<file path="src/rtl/fpm_pkg.sv">
package fpm_pkg;

  typedef struct packed {
    logic ldOps;
    logic expStep;
    logic mulStep;
    logic normStep;
    logic rndStep;
    logic finStep;
  } fpmStrobes_t;

  typedef enum logic [2:0] {
    S_IDLE,
    S_EXP,
    S_MUL,
    S_NORM,
    S_RND,
    S_FIN
  } fpmState_t;

endpackage

</file>
<file path="src/rtl/fpm_ctrl.sv">
module fpm_ctrl
  import fpm_pkg::*;
#(
  parameter int MAN_W = 24
) (
  input  logic        clk,
  input  logic        rstN,
  input  logic        start,
  output fpmStrobes_t stb,
  output logic        busy
);

  localparam int CNT_W = $clog2(MAN_W + 1);
  localparam logic [CNT_W-1:0] LAST_BIT = CNT_W'(MAN_W - 1);

  fpmState_t        state;
  logic [CNT_W-1:0] bitCnt;

  always_ff @(posedge clk) begin
    if (!rstN) begin
      state  <= S_IDLE;
      bitCnt <= '0;
    end else begin
      case (state)
        S_IDLE: if (start) state <= S_EXP;
        S_EXP: begin
          state  <= S_MUL;
          bitCnt <= '0;
        end
        S_MUL: begin
          bitCnt <= bitCnt + 1'b1;
          if (bitCnt == LAST_BIT) state <= S_NORM;
        end
        S_NORM:  state <= S_RND;
        S_RND:   state <= S_FIN;
        S_FIN:   state <= S_IDLE;
        default: state <= S_IDLE;
      endcase
    end
  end

  always_comb begin
    stb          = '0;
    stb.ldOps    = (state == S_IDLE) && start;
    stb.expStep  = (state == S_EXP);
    stb.mulStep  = (state == S_MUL);
    stb.normStep = (state == S_NORM);
    stb.rndStep  = (state == S_RND);
    stb.finStep  = (state == S_FIN);
    busy         = (state != S_IDLE);
  end

endmodule

</file>
<file path="src/rtl/fpm_dpath.sv">
module fpm_dpath
  import fpm_pkg::*;
#(
  parameter int EXP_W  = 8,
  parameter int FRAC_W = 23
) (
  input  logic                    clk,
  input  logic                    rstN,
  input  fpmStrobes_t             stb,
  input  logic [EXP_W+FRAC_W:0]   opA,
  input  logic [EXP_W+FRAC_W:0]   opB,
  output logic                    done,
  output logic [EXP_W+FRAC_W:0]   result,
  output logic                    ovf,
  output logic                    unf
);

  localparam int MAN_W  = FRAC_W + 1;
  localparam int PROD_W = 2 * MAN_W;
  localparam int XE_W   = EXP_W + 2;
  localparam int SGN_B  = EXP_W + FRAC_W;
  localparam int BIAS   = (1 << (EXP_W - 1)) - 1;
  localparam logic signed [XE_W-1:0] EXP_TOP = XE_W'((1 << EXP_W) - 1);
  localparam logic signed [XE_W-1:0] ONE     = XE_W'(1);
  localparam logic signed [XE_W-1:0] ZERO    = '0;

  logic                    sgnA, sgnB;
  logic [EXP_W-1:0]        expA, expB;
  logic [MAN_W-1:0]        manA;
  logic [PROD_W-1:0]       prod;
  logic signed [XE_W-1:0]  expAcc;
  logic                    isZero;
  logic [MAN_W-1:0]        mant;
  logic                    guardBit, roundBit, stickyBit;

  logic [MAN_W:0]          partSum;
  logic                    roundUp;
  logic [MAN_W:0]          rndSum;
  logic                    resSign;

  always_comb begin
    partSum = {1'b0, prod[PROD_W-1:MAN_W]} + (prod[0] ? {1'b0, manA} : '0);
    roundUp = guardBit & (roundBit | stickyBit | mant[0]);
    rndSum  = {1'b0, mant} + {{MAN_W{1'b0}}, roundUp};
    resSign = sgnA ^ sgnB;
  end

  always_ff @(posedge clk) begin
    if (!rstN) begin
      sgnA      <= 1'b0;
      sgnB      <= 1'b0;
      expA      <= '0;
      expB      <= '0;
      manA      <= '0;
      prod      <= '0;
      expAcc    <= '0;
      isZero    <= 1'b0;
      mant      <= '0;
      guardBit  <= 1'b0;
      roundBit  <= 1'b0;
      stickyBit <= 1'b0;
      done      <= 1'b0;
      result    <= '0;
      ovf       <= 1'b0;
      unf       <= 1'b0;
    end else begin
      done <= 1'b0;
      if (stb.ldOps) begin
        sgnA <= opA[SGN_B];
        sgnB <= opB[SGN_B];
        expA <= opA[FRAC_W +: EXP_W];
        expB <= opB[FRAC_W +: EXP_W];
        manA <= {1'b1, opA[FRAC_W-1:0]};
        prod <= {{MAN_W{1'b0}}, 1'b1, opB[FRAC_W-1:0]};
      end
      if (stb.expStep) begin
        expAcc <= XE_W'(expA) + XE_W'(expB) - XE_W'(BIAS);
        isZero <= (expA == '0) || (expB == '0);
      end
      if (stb.mulStep) begin
        prod <= {partSum, prod[MAN_W-1:1]};
      end
      if (stb.normStep) begin
        if (prod[PROD_W-1]) begin
          mant      <= prod[PROD_W-1 -: MAN_W];
          guardBit  <= prod[MAN_W-1];
          roundBit  <= prod[MAN_W-2];
          stickyBit <= |prod[MAN_W-3:0];
          expAcc    <= expAcc + ONE;
        end else begin
          mant      <= prod[PROD_W-2 -: MAN_W];
          guardBit  <= prod[MAN_W-2];
          roundBit  <= prod[MAN_W-3];
          stickyBit <= |prod[MAN_W-4:0];
        end
      end
      if (stb.rndStep) begin
        if (rndSum[MAN_W]) begin
          mant   <= rndSum[MAN_W:1];
          expAcc <= expAcc + ONE;
        end else begin
          mant <= rndSum[MAN_W-1:0];
        end
      end
      if (stb.finStep) begin
        done <= 1'b1;
        ovf  <= 1'b0;
        unf  <= 1'b0;
        if (isZero) begin
          result <= {resSign, {(EXP_W+FRAC_W){1'b0}}};
        end else if (expAcc >= EXP_TOP) begin
          result <= {resSign, {EXP_W{1'b1}}, {FRAC_W{1'b0}}};
          ovf    <= 1'b1;
        end else if (expAcc <= ZERO) begin
          result <= {resSign, {(EXP_W+FRAC_W){1'b0}}};
          unf    <= 1'b1;
        end else begin
          result <= {resSign, expAcc[EXP_W-1:0], mant[FRAC_W-1:0]};
        end
      end
    end
  end

endmodule

</file>
<file path="src/rtl/fp_mul_seq.sv">
module fp_mul_seq
  import fpm_pkg::*;
#(
  parameter int EXP_W  = 8,
  parameter int FRAC_W = 23
) (
  input  logic                  clk,
  input  logic                  rstN,
  input  logic                  start,
  input  logic [EXP_W+FRAC_W:0] opA,
  input  logic [EXP_W+FRAC_W:0] opB,
  output logic                  busy,
  output logic                  done,
  output logic [EXP_W+FRAC_W:0] result,
  output logic                  ovf,
  output logic                  unf
);

  fpmStrobes_t stb;

  fpm_ctrl #(.MAN_W(FRAC_W + 1)) u_ctrl (
    .clk   (clk),
    .rstN  (rstN),
    .start (start),
    .stb   (stb),
    .busy  (busy)
  );

  fpm_dpath #(.EXP_W(EXP_W), .FRAC_W(FRAC_W)) u_dpath (
    .clk    (clk),
    .rstN   (rstN),
    .stb    (stb),
    .opA    (opA),
    .opB    (opB),
    .done   (done),
    .result (result),
    .ovf    (ovf),
    .unf    (unf)
  );

endmodule

</file>
<file path="config.mk">
export PLATFORM = sky130hd
export DESIGN_NAME = fp_mul_seq
export DESIGN_NICKNAME = d
export VERILOG_FILES = /design/src/rtl/fpm_pkg.sv /design/src/rtl/fpm_ctrl.sv /design/src/rtl/fpm_dpath.sv /design/src/rtl/fp_mul_seq.sv
export SDC_FILE = /design/constraint.sdc
export NUM_CORES = 1
export LEC_CHECK = 0
export CAP_MARGIN = 20
export CORE_UTILIZATION = 55
export DETAILED_ROUTE_END_ITERATION = 10
export DONT_BUFFER_PORTS = 1
export PLACE_DENSITY = 0.7
export SETUP_SLACK_MARGIN = 0.1
export SLEW_MARGIN = 20
export SYNTH_ARGS = -nofsm -noshare
export SYNTH_HDL_FRONTEND = slang
export SYNTH_SLANG_ARGS = --single-unit
</file>
<file path="constraint.sdc">
create_clock -name clk -period 2.5 [get_ports clk]
set_clock_uncertainty 0.2 [all_clocks]
set_input_delay 0.5 -clock clk [delete_from_list [all_inputs] [get_ports clk]]
set_output_delay 0.5 -clock clk [all_outputs]
set_load 0.005 [all_outputs]
</file>
# Word level (Yosys, flattened, before mapping)

Index checks and enable logic that the tools add are counted.

Register bits: 171
Latch bits: 0
Bits in writable memories: 0
Bits in read-only memories: 0
Input port bits: 67
Output and inout port bits: 36
Word-level logic and storage cells: 78
Memories kept: 0

Add/sub/neg operators: 6
$mul: 0
Divide/modulo/power cells: 0
Order comparisons: 2
Equality and inequality tests: 8
Shifts and indexed selects: 0
Mux-type cells: 28
Bitwise gates (word level): 4
Reduce and logical (&&, ||, !) cells: 12

Operators with widths:

| cell                                                                    | count |
|---|---|
| 24-bit two-way mux                                                      | 5 |
| 48-bit two-way mux                                                      | 2 |
| 31-bit two-way mux                                                      | 3 |
| 10-bit two-way mux                                                      | 5 |
| 24-bit by 1-bit adder with 25-bit output                                | 1 |
| 24-bit by 25-bit adder with 25-bit output                               | 1 |
| 22-bit OR reduction                                                     | 1 |
| 21-bit OR reduction                                                     | 1 |
| 8-bit zero test                                                         | 2 |
| 3-bit case mux with 5 select lines                                      | 1 |
| 10-bit by 2-bit adder with 10-bit output (second input constant)        | 1 |
| 10-bit by 9-bit >= comparator with 1-bit output (second input constant) | 1 |
| 10-bit by 1-bit <= comparator with 1-bit output (second input constant) | 1 |
| 5-bit case mux with 2 select lines                                      | 1 |
| 10-bit by 7-bit subtractor with 10-bit output (second input constant)   | 1 |
| 8-bit by 8-bit adder with 9-bit output                                  | 1 |
| 1-bit two-way mux                                                       | 9 |
| 3-bit by 2-bit == test with 1-bit output (second input constant)        | 2 |
| 3-bit == test (second input constant)                                   | 2 |
| 3-bit two-way mux                                                       | 2 |
| 2-bit nonzero test                                                      | 3 |
| 5-bit by 1-bit adder with 5-bit output (second input constant)          | 1 |
| 5-bit == test (second input constant)                                   | 1 |
| 3-bit by 1-bit == test with 1-bit output (second input constant)        | 1 |
| 10 further kinds                                                        | 11 |

# Longest topological paths before layout

Word-level depth: 7
Mapped depth: 12
Depth with buffers taken out: 12

# Cells and area by module

A second synthesis with hierarchy kept.

Cells, all modules: 1,187
Area total of the unflattened synthesis: 9,639.2 um^2

Modules (own cells, without submodules):

| module    | times used | cells an instance | area each (um^2) | sequential area each (um^2) |
|---|---|---|---|---|
| fpm_dpath | 1          | 1,137             | 9,193.8          | 3,263.1 |
| fpm_ctrl  | 1          | 50                | 445.4            | 160.2 |

# Least setup slack after synthesis

OpenSTA, ideal clock, no wires.

Kind: reg2reg
Start point: reg u_dpath.prod[0]
End point: reg u_dpath.prod[47]
Setup time: 0.120 ns
Arrival time: 2.449 ns
Data required time: 2.180 ns
Slack: -0.269 ns
Cell stages (with the launch flop): 12
Path buffers: 1
Clock period less this slack: 2.769 ns
Cells stage by stage: dfxtp_1 > clkbuf_1 > and2_1 > ha_1 > and3_1 > a21oi_1 > a31o_2 > a211oi_1 > or3_1 > o311ai_1 > nor3_1 > o31a_1

Word-level cells in the longest chain between the ends: 3

Ends and longest elaborated chain:

| item                                      | RTL line        | text |
|---|---|---|
| from (decl)                               | fpm_dpath.sv:30 | `logic [PROD_W-1:0] prod;` |
| from (signal assigned)                    | fpm_dpath.sv:74 | `prod <= {{MAN_W{1'b0}}, 1'b1, opB[FRAC_W-1:0]};` |
| from (signal assigned)                    | fpm_dpath.sv:81 | `prod <= {partSum, prod[MAN_W-1:1]};` |
| 24-bit two-way mux                        | fpm_dpath.sv:42 | `partSum = {1'b0, prod[PROD_W-1:MAN_W]} + (prod[0] ? {1'b0, manA} : '0);` |
| 24-bit by 25-bit adder with 25-bit output | fpm_dpath.sv:42 |  |
| 48-bit two-way mux                        | fpm_dpath.sv:80 | `if (stb.mulStep) begin` |

No other way between the ends.
A chain may end at the register's enable or synchronous reset.

# Worst setup path after layout

Start point: reg u_dpath.prod[0]
End point: reg u_dpath.prod[44]

Same word-level chain as after synthesis.

==> flow_metrics.py <==
metrics = {
    "placement": {
        "port-buffer-count": 0,
        "gp_congestion": 0.870,
        "pre_cts_ws_ns": -0.288,
        "placedInstanceArea_um2": 10000,
        "dpl.hpwl_um": 16100,
    },
    "detailed_routing": {
        "drt_iter0_drc": 782,
        "ant_nets": 0,
        "wl_met2_um": 11400,
        "drt_pass1_iterations": 5,
        "routed_wl_um": 24900,
        "viasPerCell": 6.05,
        "drc": 0,
        "topRoutingLayerUsed": "met4",
        "wl_per_cell_um": 17.3,
        "wl_met1_um": 11600,
        "wl_met3_um": 1340,
        "vias": 8703,
    },
    "timing": {
        "min_period_ns": 2.78,
        "rsz0062_at_grt": "true",
        "max_freq_mhz": 359,
        "worst_pin_slew_ns": 0.473,
        "fin_crit_sh_pct": 111,
        "report.final.slew_viol_count": 0,
        "slew_headroom_pct": 68.4,
        "final_hold_viol_count": 0,
        "finalHoldWorstSlack_ns": 0.00142,
        "fin_ws_ns": -0.284,
        "setup_viol": 17,
    },
    "cells_and_area": {
        "nets": 1316,
        "drive_gt1_share_pct": 21.2,
        "antennaDiodeCount": 0,
        "nFillCells": 1262,
        "postLayoutCellArea_um2": 11400,
        "syn_to_final_growth_pct": 25.8,
    },
    "power_and_ir_drop": {
        "switching_share_pct": 30.7,
        "p_int_mw": 4.86,
        "combPwrFrac_pct": 18.6,
        "seqPwrFrac_pct": 44.3,
        "p_per_area_nw_per_um2": 616,
        "ir_drop_v": 0.000490,
        "pwr-share-clk_pct": 37.1,
        "p_leak_nw": 4.30,
        "p_sw_mw": 2.16,
    },
    "min_path": {
        "hold_end": "u_dpath.expA[0]",
        "hold_path.class": "input pin to flip-flop",
        "hp-start": "opA[23]",
        "min_delay_path_depth": 2,
    },
    "setup_path": {
        "crit_arrival_ns": 2.95,
        "r2r_setup_slack_ns": -0.28,
        "r2r-end": "u_dpath.prod[44]",
        "cp_common_cell": "a31oi_4",
        "r2r_cells": 10,
        "crit_buf_inv": 0,
        "cpLargestDelayFamily": "simple AND/OR/NAND/NOR gates",
        "max_stage_delay_ns": 0.59,
        "slowest_stage": "or4_4",
        "end_kind": "flip-flop",
        "start_kind": "flip-flop",
        "cp.required_ns": 2.67,
        "timing.rr.start": "u_dpath.prod[0]",
        "crit_chain": "and2_1, ha_2, a21oi_1, o22ai_4, a31oi_4, or4_4, a31oi_4, xor2_1, a22oi_1, nor2_1",
        "cp_max_fo": 7,
        "critical_path_class": "flip-flop to flip-flop",
    },
    "yosys": {
        "synth_nets": 1232,
        "async_reset_ff_share_pct": 0,
        "ys_seq_elements": 171,
        "synth_cell_types": 73,
        "yosys-top-cells-count": "dfxtp_1 (171), nand2_1 (158), a21oi_1 (155)",
        "yosysMostFrequentCell": "dfxtp_1",
        "synth-edff-count": 0,
        "yosysTopAreaCellShare_pct": 37.8,
        "netlist_area_um2": 9050,
        "synth_largest_area_cell": "dfxtp_1",
        "yosysSeqAreaShare_pct": 37.8,
        "yosys_most_used_dff": "dfxtp_1",
        "syn_inst": 1126,
        "ys_warn_count": 0,
        "postSynthAreaPerCell_um2": 8.04,
        "synth_area_leaders": "dfxtp_1 (38%), a21oi_1 (8.6%), nand2_1 (6.6%)",
    },
    "clocking": {
        "htree_levels": 4,
        "numCtsBuffers": 17,
        "clkSlewWorstSetupHoldPaths_ns": 0.07,
        "cts-root-buf": "clkbuf_16",
        "cts_buffer_depth": 2,
        "cts.sinks": 171,
        "cts_tree": "done",
        "clock_latency_ns": 0.45,
    },
    "grt": {
        "grt_max_degree": 67,
        "grt_pass1_wl_um": 39700,
        "grt_overflow": 0,
        "antenna_found_initial": 0,
        "grt_pass1_vias": 8208,
        "gr-usage-all-layers_pct": 29.6,
    },
    "floorplanning": {
        "io_pins": 103,
        "die_w_um": 130,
        "rows": 46,
        "die_h_um": 130,
        "coreArea_um2": 15900,
        "die-area_um2": 17000,
        "start_util_pct": 56.7,
    },
    "flow_run": {
        "drv_cap": 0,
    },
    "status": {
        "failed_checks": "setup timing",
        "status": "complete, but fails checks",
    },
}
[power groups by stage]
stage | sequential (mW) | clock (mW) | combinational [mW]
2_1_floorplan | 3.11 | 0 | 0.874
3_3_place_gp | 3.15 | 0 | 1.17
3_5_place_dp | 3.16 | 0 | 1.19
4_1_cts | 3.10 | 2.61 | 1.26
5_1_grt | 3.13 | 2.72 | 1.44
6_report | 3.11 | 2.60 | 1.31
[final cells by class]
| type | count | area (um2) | share of cell area, % |
|---|---|---|---|
| clock inverter | 14 | 138 | 1.21 |
| clock buffer | 18 | 429 | 3.77 |
| inverter | 15 | 58.8 | 0.517 |
| sequential | 171 | 3440 | 30.2 |
| timing repair buffer | 142 | 1190 | 10.5 |
| multi-input combinational | 863 | 5850 | 51.4 |
| tap | 216 | 270 | 2.38 |
[stage by stage]
stage,instances,utilization [%],setup TNS (ns),power [mW]
floorplan,1126,-,-0.366,3.98
global placement,1365,62.8,-1.59,4.33
detailed placement,1365,62.8,-2.01,4.35
CTS,1435,70.1,-1.62,6.98
global route,1439,71.4,-4.50,7.29
finish,1439,71.4,-2.40,7.01
[repair_timing]
action | 4_1_cts | 5_1_grt
setup endpoints to repair | 20 | 41
buffers inserted | 9 | 4
pin swaps | 33 | 28
gates resized for setup | 46 | 37
hold endpoints to repair | 29 | 2
hold buffers | 29 | 1
[worst max path at each step]
stage / slack (ns) / startpoint / to / depth (start not counted)
3_3_place_gp: -0.20 / u_dpath.prod[0] / u_dpath.prod[46] / 11
3_5_place_dp: -0.29 / u_dpath.prod[0] / u_dpath.prod[46] / 11
6_report: -0.28 / u_dpath.prod[0] / u_dpath.prod[44] / 10
5_1_grt: -0.36 / u_dpath.prod[0] / u_dpath.prod[44] / 11
2_1_floorplan: -0.11 / u_dpath.prod[0] / u_dpath.prod[46] / 12
4_1_cts: -0.22 / u_dpath.prod[0] / u_dpath.prod[41] / 13
[worst register-to-register path, stage by stage, from the launching register on]
cell	delay [ns]
dfxtp_4	0.37
and2_1	0.16
ha_2	0.39
a21oi_1	0.14
o22ai_4	0.20
a31oi_4	0.12
or4_4	0.59
a31oi_4	0.16
xor2_1	0.19
a22oi_1	0.09
nor2_1	0.10
[registers in the layout, summed over array words and instances (netlist names), 3 cells and up]
| name | count |
|---|---|
| u_ctrl.bitCnt | 5 |
| u_dpath.expAcc | 10 |
| u_dpath.mant | 24 |
| u_ctrl.state | 3 |
| u_dpath.expB | 8 |
| u_dpath.manA | 24 |
| u_dpath.result | 32 |
| u_dpath.prod | 48 |
| u_dpath.expA | 8 |
[logic make-up after synthesis]
family,count (synthesis),share of synthesized area [%]
simple gates,415,21.8
compound gates,339,23.6
xor+xnor,45,4.36
buf+inv,92,4.07
flops,171,37.8
fa+ha+maj,39,5.56
mux,25,2.78
[per-layer routing]
layer	track usage [%]	vias to the layer above
met5	0	-
met4	10.8	0
met3	4.92	52
met2	46.9	293
met1	40.3	4135
li1	-	4223
[cells in the final DEF, fill, tap and decap left out, types with 29 or more instances in the layout]
cell           instances
a21oi_1              142
dfxtp_1              165
a22oi_1               66
nor2_1               103
buf_4                105
nand3_1               29
dlygate4sd3_1         30
nand2_1              156
Note: power is estimated with default switching activity, not from simulation.
